<file path="src/rtl/scsi_irq_pkg.sv">
package scsi_irq_pkg;
  typedef enum logic [3:0] {
    OP_NOP, OP_FLUSH, OP_CHIPRST, OP_BUSRST, OP_INITCC,
    OP_MSGOK, OP_PAD, OP_SELON, OP_SELOFF, OP_UNKNOWN
  } op_e;

  localparam int ST_INT = 7;
  localparam int ST_TC  = 4;

  localparam logic [7:0] RSN_FC  = 8'h08;
  localparam logic [7:0] RSN_DC  = 8'h20;
  localparam logic [7:0] RSN_RST = 8'h80;

  localparam logic [6:0] CODE_NOP     = 7'h00;
  localparam logic [6:0] CODE_FLUSH   = 7'h01;
  localparam logic [6:0] CODE_CHIPRST = 7'h02;
  localparam logic [6:0] CODE_BUSRST  = 7'h03;
  localparam logic [6:0] CODE_INITCC  = 7'h11;
  localparam logic [6:0] CODE_MSGOK   = 7'h12;
  localparam logic [6:0] CODE_PAD     = 7'h18;
  localparam logic [6:0] CODE_SELON   = 7'h44;
  localparam logic [6:0] CODE_SELOFF  = 7'h45;
endpackage

</file>
<file path="src/rtl/scsi_cmd_decode.sv">
module scsi_cmd_decode
  import scsi_irq_pkg::*;
(
  input  logic       fire_in,
  input  logic [7:0] code,
  output logic       cmd_fire,
  output op_e        op,
  output logic       is_dma
);
  assign cmd_fire = fire_in;
  assign is_dma   = code[7];

  always_comb begin
    unique case (code[6:0])
      CODE_NOP:     op = OP_NOP;
      CODE_FLUSH:   op = OP_FLUSH;
      CODE_CHIPRST: op = OP_CHIPRST;
      CODE_BUSRST:  op = OP_BUSRST;
      CODE_INITCC:  op = OP_INITCC;
      CODE_MSGOK:   op = OP_MSGOK;
      CODE_PAD:     op = OP_PAD;
      CODE_SELON:   op = OP_SELON;
      CODE_SELOFF:  op = OP_SELOFF;
      default:      op = OP_UNKNOWN;
    endcase
  end
endmodule

</file>
<file path="src/rtl/scsi_count_regs.sv">
module scsi_count_regs #(
  parameter int ADDR_W      = 4,
  parameter int COUNT_BYTES = 3,
  parameter logic [7:0] CHIP_ID = 8'hA2
) (
  input  logic                         clk,
  input  logic                         rst_n,
  input  logic                         soft_rst,
  input  logic                         wr_en,
  input  logic [ADDR_W-1:0]            addr,
  input  logic [7:0]                   wdata,
  input  logic                         reload,
  output logic [COUNT_BYTES-1:0][7:0]  count_rd,
  output logic                         count_wr
);
  localparam int TOP = COUNT_BYTES - 1;
  logic [COUNT_BYTES-1:0] hit;

  for (genvar i = 0; i < COUNT_BYTES; i++) begin : g_byte
    localparam logic [7:0] INIT = (i == TOP) ? CHIP_ID : 8'h00;
    logic [7:0] shadow;
    assign hit[i] = wr_en && (addr == ADDR_W'(i));

    always_ff @(posedge clk or negedge rst_n) begin
      if (!rst_n) begin
        shadow      <= 8'h00;
        count_rd[i] <= INIT;
      end else if (soft_rst) begin
        shadow      <= 8'h00;
        count_rd[i] <= INIT;
      end else begin
        if (hit[i]) shadow <= wdata;
        if (reload) count_rd[i] <= shadow;
      end
    end
  end

  assign count_wr = |hit;
endmodule

</file>
<file path="src/rtl/scsi_status_core.sv">
module scsi_status_core
  import scsi_irq_pkg::*;
#(
  parameter int STEP_W = 3
) (
  input  logic              clk,
  input  logic              rst_n,
  input  logic              cmd_fire,
  input  op_e               op,
  input  logic              is_dma,
  input  logic              rd_reason,
  input  logic              count_wr,
  input  logic              rep_off,
  input  logic              evt_fire,
  input  logic [6:0]        evt_status,
  input  logic [7:0]        evt_reason,
  input  logic [STEP_W-1:0] evt_step,
  input  logic              evt_raise,
  output logic [7:0]        status,
  output logic [7:0]        reason,
  output logic [STEP_W-1:0] step,
  output logic [7:0]        flags
);
  localparam logic [STEP_W-1:0] STEP_DONE = STEP_W'(4);

  logic [7:0]        st_n, rs_n, fl_n;
  logic [STEP_W-1:0] sp_n;
  logic              raise;

  always_comb begin
    st_n = status; rs_n = reason; sp_n = step; fl_n = flags; raise = 1'b0;
    if (evt_fire) begin
      st_n[6:0] = evt_status;
      rs_n      = evt_reason;
      sp_n      = evt_step;
      raise     = evt_raise;
    end
    if (cmd_fire) begin
      unique case (op)
        OP_FLUSH:   begin rs_n = RSN_FC; sp_n = '0; fl_n = '0; end
        OP_CHIPRST: begin st_n = '0; rs_n = '0; sp_n = '0; fl_n = '0; end
        OP_BUSRST:  begin rs_n = RSN_RST; raise = !rep_off; end
        OP_MSGOK:   begin rs_n = RSN_DC; sp_n = '0; fl_n = '0; raise = 1'b1; end
        OP_PAD:     begin st_n = 8'h10; rs_n = RSN_FC; sp_n = '0; end
        OP_SELON:   rs_n = '0;
        OP_SELOFF:  begin rs_n = '0; raise = 1'b1; end
        OP_INITCC: begin
          if (is_dma) begin
            st_n = (status & 8'h80) | 8'h17;
            sp_n = STEP_DONE;
          end else begin
            st_n = status | 8'h07;
            fl_n = 8'h02;
          end
          rs_n  = RSN_FC;
          raise = 1'b1;
        end
        default: ;
      endcase
    end
    if (count_wr) st_n[ST_TC] = 1'b0;
    if (rd_reason) begin
      rs_n = '0;
      sp_n = STEP_DONE;
      st_n[ST_TC]  = 1'b0;
      st_n[ST_INT] = 1'b0;
    end
    if (raise) st_n[ST_INT] = 1'b1;
  end

  always_ff @(posedge clk or negedge rst_n) begin
    if (!rst_n) begin
      status <= '0; reason <= '0; step <= '0; flags <= '0;
    end else begin
      status <= st_n; reason <= rs_n; step <= sp_n; flags <= fl_n;
    end
  end

  // The interrupt flag only rises after a command or event that asks for it
  assert_irq_cause_R1: assert property (@(posedge clk) disable iff (!rst_n)
    $rose(status[ST_INT]) |-> $past((evt_fire && evt_raise) ||
      (cmd_fire && (op == OP_BUSRST || op == OP_MSGOK ||
                    op == OP_SELOFF || op == OP_INITCC))));

  assert_reason_read_R2: assert property (@(posedge clk) disable iff (!rst_n)
    (rd_reason && !cmd_fire && !count_wr && !evt_fire) |=>
      (reason == 8'h00 && step == STEP_DONE && !status[ST_INT] && !status[ST_TC]));

  assert_count_tc_R3: assert property (@(posedge clk) disable iff (!rst_n)
    (count_wr && !evt_fire) |=> !status[ST_TC]);

  assert_flush_quiet_R4: assert property (@(posedge clk) disable iff (!rst_n)
    (cmd_fire && op == OP_FLUSH && !status[ST_INT] && !evt_fire) |=>
      (!status[ST_INT] && reason == RSN_FC && flags == 8'h00));

  assert_busrst_mask_R5: assert property (@(posedge clk) disable iff (!rst_n)
    (cmd_fire && op == OP_BUSRST && rep_off && !status[ST_INT] && !evt_fire) |=>
      !status[ST_INT]);

  assert_pad_status_R7: assert property (@(posedge clk) disable iff (!rst_n)
    (cmd_fire && op == OP_PAD && !evt_fire) |=> (status == 8'h10));
endmodule

</file>
<file path="src/rtl/scsi_irq_regs.sv">
module scsi_irq_regs
  import scsi_irq_pkg::*;
#(
  parameter int ADDR_W      = 4,
  parameter int STEP_W      = 3,
  parameter int COUNT_BYTES = 3,
  parameter logic [7:0] CHIP_ID   = 8'hA2,
  parameter logic [7:0] CFG_RESET = 8'h07
) (
  input  logic              clk,
  input  logic              rst_n,
  input  logic [ADDR_W-1:0] reg_addr,
  input  logic              reg_wr,
  input  logic              reg_rd,
  input  logic [7:0]        reg_wdata,
  output logic [7:0]        reg_rdata,
  input  logic              evt_valid,
  output logic              evt_ready,
  input  logic [6:0]        evt_status,
  input  logic [7:0]        evt_reason,
  input  logic [STEP_W-1:0] evt_step,
  input  logic              evt_raise,
  output logic              irq
);
  localparam logic [ADDR_W-1:0] A_CMD    = ADDR_W'(COUNT_BYTES);
  localparam logic [ADDR_W-1:0] A_STATUS = ADDR_W'(COUNT_BYTES + 1);
  localparam logic [ADDR_W-1:0] A_REASON = ADDR_W'(COUNT_BYTES + 2);
  localparam logic [ADDR_W-1:0] A_STEP   = ADDR_W'(COUNT_BYTES + 3);
  localparam logic [ADDR_W-1:0] A_FLAGS  = ADDR_W'(COUNT_BYTES + 4);
  localparam logic [ADDR_W-1:0] A_CFG    = ADDR_W'(COUNT_BYTES + 5);

  logic        cmd_fire, is_dma, count_wr, soft_rst, evt_fire, rd_reason;
  op_e         op;
  logic [7:0]  status, reason, flags, cfg, cmd_q;
  logic [STEP_W-1:0] step;
  logic [COUNT_BYTES-1:0][7:0] count_rd;

  assign evt_ready = !(reg_wr || reg_rd);
  assign evt_fire  = evt_valid && evt_ready;
  assign rd_reason = reg_rd && (reg_addr == A_REASON);
  assign soft_rst  = cmd_fire && (op == OP_CHIPRST);

  scsi_cmd_decode u_dec (
    .fire_in (reg_wr && (reg_addr == A_CMD)),
    .code    (reg_wdata),
    .cmd_fire(cmd_fire),
    .op      (op),
    .is_dma  (is_dma)
  );

  scsi_count_regs #(.ADDR_W(ADDR_W), .COUNT_BYTES(COUNT_BYTES), .CHIP_ID(CHIP_ID)) u_cnt (
    .clk(clk), .rst_n(rst_n), .soft_rst(soft_rst),
    .wr_en(reg_wr), .addr(reg_addr), .wdata(reg_wdata),
    .reload(cmd_fire && is_dma && !soft_rst),
    .count_rd(count_rd), .count_wr(count_wr)
  );

  scsi_status_core #(.STEP_W(STEP_W)) u_core (
    .clk(clk), .rst_n(rst_n),
    .cmd_fire(cmd_fire), .op(op), .is_dma(is_dma),
    .rd_reason(rd_reason), .count_wr(count_wr), .rep_off(cfg[6]),
    .evt_fire(evt_fire), .evt_status(evt_status), .evt_reason(evt_reason),
    .evt_step(evt_step), .evt_raise(evt_raise),
    .status(status), .reason(reason), .step(step), .flags(flags)
  );

  always_ff @(posedge clk or negedge rst_n) begin
    if (!rst_n) begin
      cfg   <= CFG_RESET;
      cmd_q <= 8'h00;
    end else if (soft_rst) begin
      cfg   <= CFG_RESET;
      cmd_q <= 8'h00;
    end else begin
      if (reg_wr && reg_addr == A_CFG) cfg <= reg_wdata;
      if (cmd_fire) cmd_q <= reg_wdata;
    end
  end

  always_comb begin
    reg_rdata = 8'h00;
    for (int i = 0; i < COUNT_BYTES; i++)
      if (reg_addr == ADDR_W'(i)) reg_rdata = count_rd[i];
    unique case (reg_addr)
      A_CMD:    reg_rdata = cmd_q;
      A_STATUS: reg_rdata = status;
      A_REASON: reg_rdata = reason;
      A_STEP:   reg_rdata = 8'(step);
      A_FLAGS:  reg_rdata = flags;
      A_CFG:    reg_rdata = cfg;
      default: ;
    endcase
  end

  assign irq = status[ST_INT];
endmodule

</file>
<file path="config.mk">
export PLATFORM = sky130hd
export DESIGN_NAME = scsi_irq_regs
export DESIGN_NICKNAME = d
export VERILOG_FILES = /design/src/rtl/scsi_irq_pkg.sv /design/src/rtl/scsi_cmd_decode.sv /design/src/rtl/scsi_count_regs.sv /design/src/rtl/scsi_status_core.sv /design/src/rtl/scsi_irq_regs.sv
export SDC_FILE = /design/constraint.sdc
export NUM_CORES = 1
export LEC_CHECK = 0
export BUFFER_PORTS_ARGS = -buffer_cell sky130_fd_sc_hd__clkbuf_2
export CORE_ASPECT_RATIO = 1.25
export CORE_MARGIN = 5
export CORE_UTILIZATION = 59
export DETAILED_ROUTE_END_ITERATION = 16
export GPL_ROUTABILITY_DRIVEN = 0
export PLACE_DENSITY = 0.79
export SLEW_MARGIN = 20
export SYNTH_ARGS = -nofsm -noshare
export SYNTH_HDL_FRONTEND = slang
export SYNTH_SLANG_ARGS = --single-unit
</file>
<file path="constraint.sdc">
create_clock -name clk -period 1.7 [get_ports clk]
set_input_delay 0.17 -clock clk [delete_from_list [all_inputs] [get_ports clk]]
set_output_delay 0.17 -clock clk [all_outputs]
set_load 0.02 [all_outputs]
</file>
# Yosys cells after proc, flatten, opt, wreduce, memory -nomap -nowiden
# Index checks and enable logic that the tools add are counted.
dict set report classes {
  reduce_logical 33
  eq_ne 28
  mux 43
}
# operator n
set op_table {}
lappend op_table {{$mux W8} 24}
lappend op_table {{$pmux W8 S6} 1}
lappend op_table {{$pmux W4 S9} 1}
lappend op_table {{$eq A4 B3 Y1 const B} 8}
lappend op_table {{$pmux W8 S4} 1}
lappend op_table {{$pmux W8 S3} 1}
lappend op_table {{$eq A7 B5 Y1 const B} 3}
lappend op_table {{$eq A4 B2 Y1 const B} 4}
lappend op_table {{$pmux W8 S2} 1}
lappend op_table {{$reduce_or A3 Y1} 5}
lappend op_table {{$eq A7 B2 Y1 const B} 2}
lappend op_table {{$eq A7 B7 Y1 const B} 2}
lappend op_table {{$mux W7} 2}
lappend op_table {{$reduce_bool A2 Y1} 7}
lappend op_table {{$mux W3} 4}
lappend op_table {{$logic_and A1 B1 Y1} 10}
lappend op_table {{$eq A4 B1 Y1 const B} 2}
lappend op_table {{$eq A4 B4 Y1 const B} 2}
lappend op_table {{$eq A7 B1 Y1 const B} 1}
lappend op_table {{$logic_not A7 Y1} 1}
lappend op_table {{$mux W1} 6}
lappend op_table {{$pmux W3 S2} 1}
lappend op_table {{$reduce_and A3 Y1} 2}
lappend op_table {{$ne A5 B5 Y1 const B} 1}
lappend op_table {{other kinds (10)} 12}
dict set report word_totals {
  elab_cells 119
  ff_bits 91
  input_bits 36
}

# Depth between registers and ports, before layout
dict set report depth {
  word_depth 8
  ltp_mapped 7
}

# By module
# Synthesis repeated with hierarchy kept, for this count alone.
dict set report hier_totals {
  hier_cells 487
  area_unflattened_um2 4828.4
}
# mod area_each_um2 instances cells_per_inst
set by_module_without_submodules {}
lappend by_module_without_submodules {scsi_count_regs 2075.7 1 169}
lappend by_module_without_submodules {scsi_irq_regs 1323.8 1 167}
lappend by_module_without_submodules {scsi_status_core 1194.9 1 119}
lappend by_module_without_submodules {scsi_cmd_decode 234.0 1 32}

# Worst setup path before layout
# No wires, ideal clock.
dict set report synth_timing {
  path_kind {input -> output}
  startpoint {in reg_addr[2]}
  endpoint {out reg_rdata[3]}
  path_stages 6
  required_time_ns 1.530
  slack_ns -0.051
  arrival_time_ns 1.581
  path_cell_list {clkbuf_1 > nor2b_1 > and2_1 > clkbuf_1 > a22oi_1 > o22ai_1}
}
dict set report synth_between {
  elab_chain_cells 5
  word_cells_on_any_way 13
}
# item line
set synth_rtl {}
lappend synth_rtl {{from (decl)} scsi_irq_regs.sv:12} ;# input logic [ADDR_W-1:0] reg_addr,
lappend synth_rtl {{$logic_not A4 Y1} scsi_irq_regs.sv:83} ;# if (reg_addr == ADDR_W'(i)) reg_rdata = count_rd[i];
lappend synth_rtl {{$mux W8 (3 in series)} scsi_irq_regs.sv:83}
lappend synth_rtl {{$pmux W8 S6 *} scsi_irq_regs.sv:84} ;# unique case (reg_addr)
lappend synth_rtl {{to (decl)} scsi_irq_regs.sv:16} ;# output logic [7:0] reg_rdata,
# Every way passes the cells marked *; elsewhere a longest branch is shown, timed or not.

# Worst setup path in the final report
dict set report layout_timing {
  startpoint {reg u_cnt.count_rd[3] (netlist bit)}
  endpoint {out reg_rdata[3]}
}
dict set report layout_between {
  elab_chain_cells 4
}
# item line
set layout_rtl {}
lappend layout_rtl {{from (decl)} scsi_count_regs.sv:13} ;# output logic [COUNT_BYTES-1:0][7:0] count_rd,
lappend layout_rtl {{from (signal, indexed assignment)} scsi_count_regs.sv:33} ;# if (reload) count_rd[i] <= shadow;
lappend layout_rtl {{$mux W8 (3 in series)} scsi_irq_regs.sv:83}
lappend layout_rtl {{$pmux W8 S6} scsi_irq_regs.sv:84}
# Every way passes these cells.

==> flow_summary.json <==
{
  "cts_root_buf": "clkbuf_8",
  "io_buffers": 45,
  "powerDensity_nw_per_um2": 968.6,
  "drive_above_1_share": 0.3120,
  "dieArea_um2": 9180,
  "yosys-top-cells-area": "dfrtp_1 45%, mux2i_1 8.8%, mux4_2 4.7%",
  "synth_top_cell_by_area": "dfrtp_1",
  "vias": 3860,
  "slew_headroom": 0.4763,
  "min_period_over_period": 1.198,
  "clock-skew-final_ns": 0.005109,
  "cts_buffer_depth": 2,
  "syn_nets": 472,
  "min_path_type": "primary input to register",
  "yosys_register_bits": 84,
  "overflow": 0,
  "tightest_slew_ns": 0.7789,
  "dieHeight_um": 105.9,
  "hold_viol_final": 0,
  "layout_setup_ws_ns": -0.3360,
  "setup_viol": 8,
  "yosysSeqAreaShare": 0.4862,
  "finalWirelength_um": 12420,
  "layout_common_cells": "78 x dfrtp_1, 67 x buf_4, 52 x nand2_1, 42 x nor2_1, 38 x mux2i_1",
  "htreeDepth": 3,
  "place_inst": 600,
  "numCtsBuffers": 9,
  "antenna_cells": 0,
  "ys_types": 56,
  "grt_antenna_before_repair": 0,
  "arrival_ns": 1.87,
  "first_pass_iters": 5,
  "grt.total_usage": 0.2700,
  "die_x_um": 86.71,
  "first_global_vias": 3836,
  "grt_pass1_wl_um": 18980,
  "syn-cell-area_um2": 4339,
  "drv_slew": 0,
  "synth_top_area_frac": 0.4498,
  "ioPinCount": 46,
  "post-route-drc-count": 0,
  "avgViaCountPerCell": 6.186,
  "area_growth_pct": 26.38,
  "yosysWarningCount": 0,
  "final_cells": 624,
  "maxCapViolCount": 0,
  "drtAntennaViolNets": 0,
  "layout.nets": 563,
  "max_freq_ghz": 0.4912,
  "p_leak_nw": 2.487,
  "syn_area_per_cell_um2": 9.952,
  "drt_iter0_drc": 419,
  "grt_max_degree": 39,
  "violations": "setup timing",
  "path_class": "register to primary output",
  "initial_utilization": 0.5969,
  "synth_ff_type": "dfrtp_1",
  "post-place-ws_ns": -0.1830,
  "vdd_ir_drop_max_mv": 0.7731,
  "synth_edf_count": 0,
  "num_rows": 35,
  "rsz0062_at_grt": "yes",
  "setup.worst_path.end_class": "primary output",
  "p_total_mw": 5.312,
  "cp-start-kind": "register",
  "core_area_um2": 7269,
  "finish.utilization": 0.7544,
  "postSynthCellCount": 436,
  "required_ns": 1.53,
  "tritoncts": "done",
  "outcome": "finished, violations left",
  "clk_latency_ns": 0.36,
  "ys_async_sr_fraction": 1.000,
  "place_hpwl_um": 8957,
  "fin_crit_ns": 2.036,
  "route.detailed.wl_per_inst_um": 19.90,
  "final_common_cell": "dfrtp_1",
  "critical_path.max_fanout": 2,
  "clock-sinks": 84,
  "clk_pin_slew_ns": 0.09
}
[final timing paths]
check | start | end | slack, ns | cells past startpoint
worst max-delay path | u_cnt.count_rd[3] | reg_rdata[3] | -0.34 | 5
worst min-delay path | evt_reason[0] | u_core.reason[0] | 0.02 | 3
worst max register to register | cfg[6] | u_core.status[7] | 0.62 | 3
worst min register to register | cmd_q[1] | cmd_q[1] | 0.47 | 2
max in group asynchronous | rst_n | cfg[0] | 0.76 | 3
min in group asynchronous | rst_n | u_cnt.count_rd[3] | 0.29 | 2
[through the flow]
| stage | hold WS [ns] | area (um^2) | TNS (ns) |
|---|---|---|---|
| 3_3_place_gp | 0.1435 | 5072 | -0.8472 |
| 4_1_cts | 0.0003539 | 5361 | -1.977 |
| 2_1_floorplan | -0.1256 | 4370 | 0 |
| 5_1_grt | 0.01308 | 5484 | -2.301 |
| 6_report | 0.02026 | 5484 | -1.800 |
| 3_5_place_dp | 0.1523 | 5072 | -1.518 |
[what timing repair did]
action | CTS | global route
endpoints found under the setup margin | 8 | 8
hold buffers | 1 | 0
resized for setup | 11 | 27
setup buffers | 3 | 4
endpoints found under the hold margin | 32 | 0
pin swaps | 1 | 3
[cell type report]
class	count	area, um^2
inverter	8	30.03
tap	92	115.1
multi-input combinational	310	2168
sequential	84	2110
fill	485	1785
timing repair buffer	114	845.8
clock inverter	5	83.83
clock buffer	11	131.4
[cell families (layout without fill, tap and decap cells)]
group | count (synthesis) | in the layout | share of synthesized area
multiplexers | 48 | 48 | 0.1370
XOR/XNOR | 1 | 1 | 0.002019
AND/OR/NAND/NOR | 164 | 164 | 0.1900
AO/OA/AOI/OAI | 97 | 97 | 0.1436
buffers and inverters | 42 | 138 | 0.04123
flip-flops | 84 | 84 | 0.4862
[state kept, by name, indices dropped and copies added (netlist names)]
signal	count
u_core.reason	8
u_cnt.g_byte.shadow	24
u_core.status	8
u_core.flags	1
cmd_q	8
u_core.step	3
cfg	8
u_cnt.count_rd	24
[power breakdown]
part	internal [mW]	switching, mW
registers	2.41	0.261
logic	0.547	0.545
clock network	0.833	0.721
[synthesized netlist by cell type (5+ instances only)]
library cell   n
a21oi_1       15
a22oi_1        9
a31oi_1        7
buf_2          8
clkbuf_1      20
dfrtp_1       78
dfstp_2        6
inv_1          8
mux2i_1       38
mux4_2         9
nand2_1       52
nand3_1       20
nor2_1        42
nor2b_1       11
o21ai_0       20
o21ai_1       16
o22ai_1        6
o31ai_1        5
[worst max-delay path, cell delays in order, from the launching register on]
cell     delay, ns
dfrtp_1       0.40
mux4_2        0.46
nor2b_4       0.14
a31oi_2       0.20
o22ai_2       0.14
buf_6         0.15
[layer usage]
metal / track usage / vias to the layer above / routed length, um
li1: - / 1749 / -
met1: 0.3218 / 1898 / 4768
met2: 0.4551 / 173 / 6223
met3: 0.05395 / 40 / 900
met4: 0.1381 / 0 / 527
met5: 0 / - / 0
Note: power is estimated with default switching activity, not from simulation.
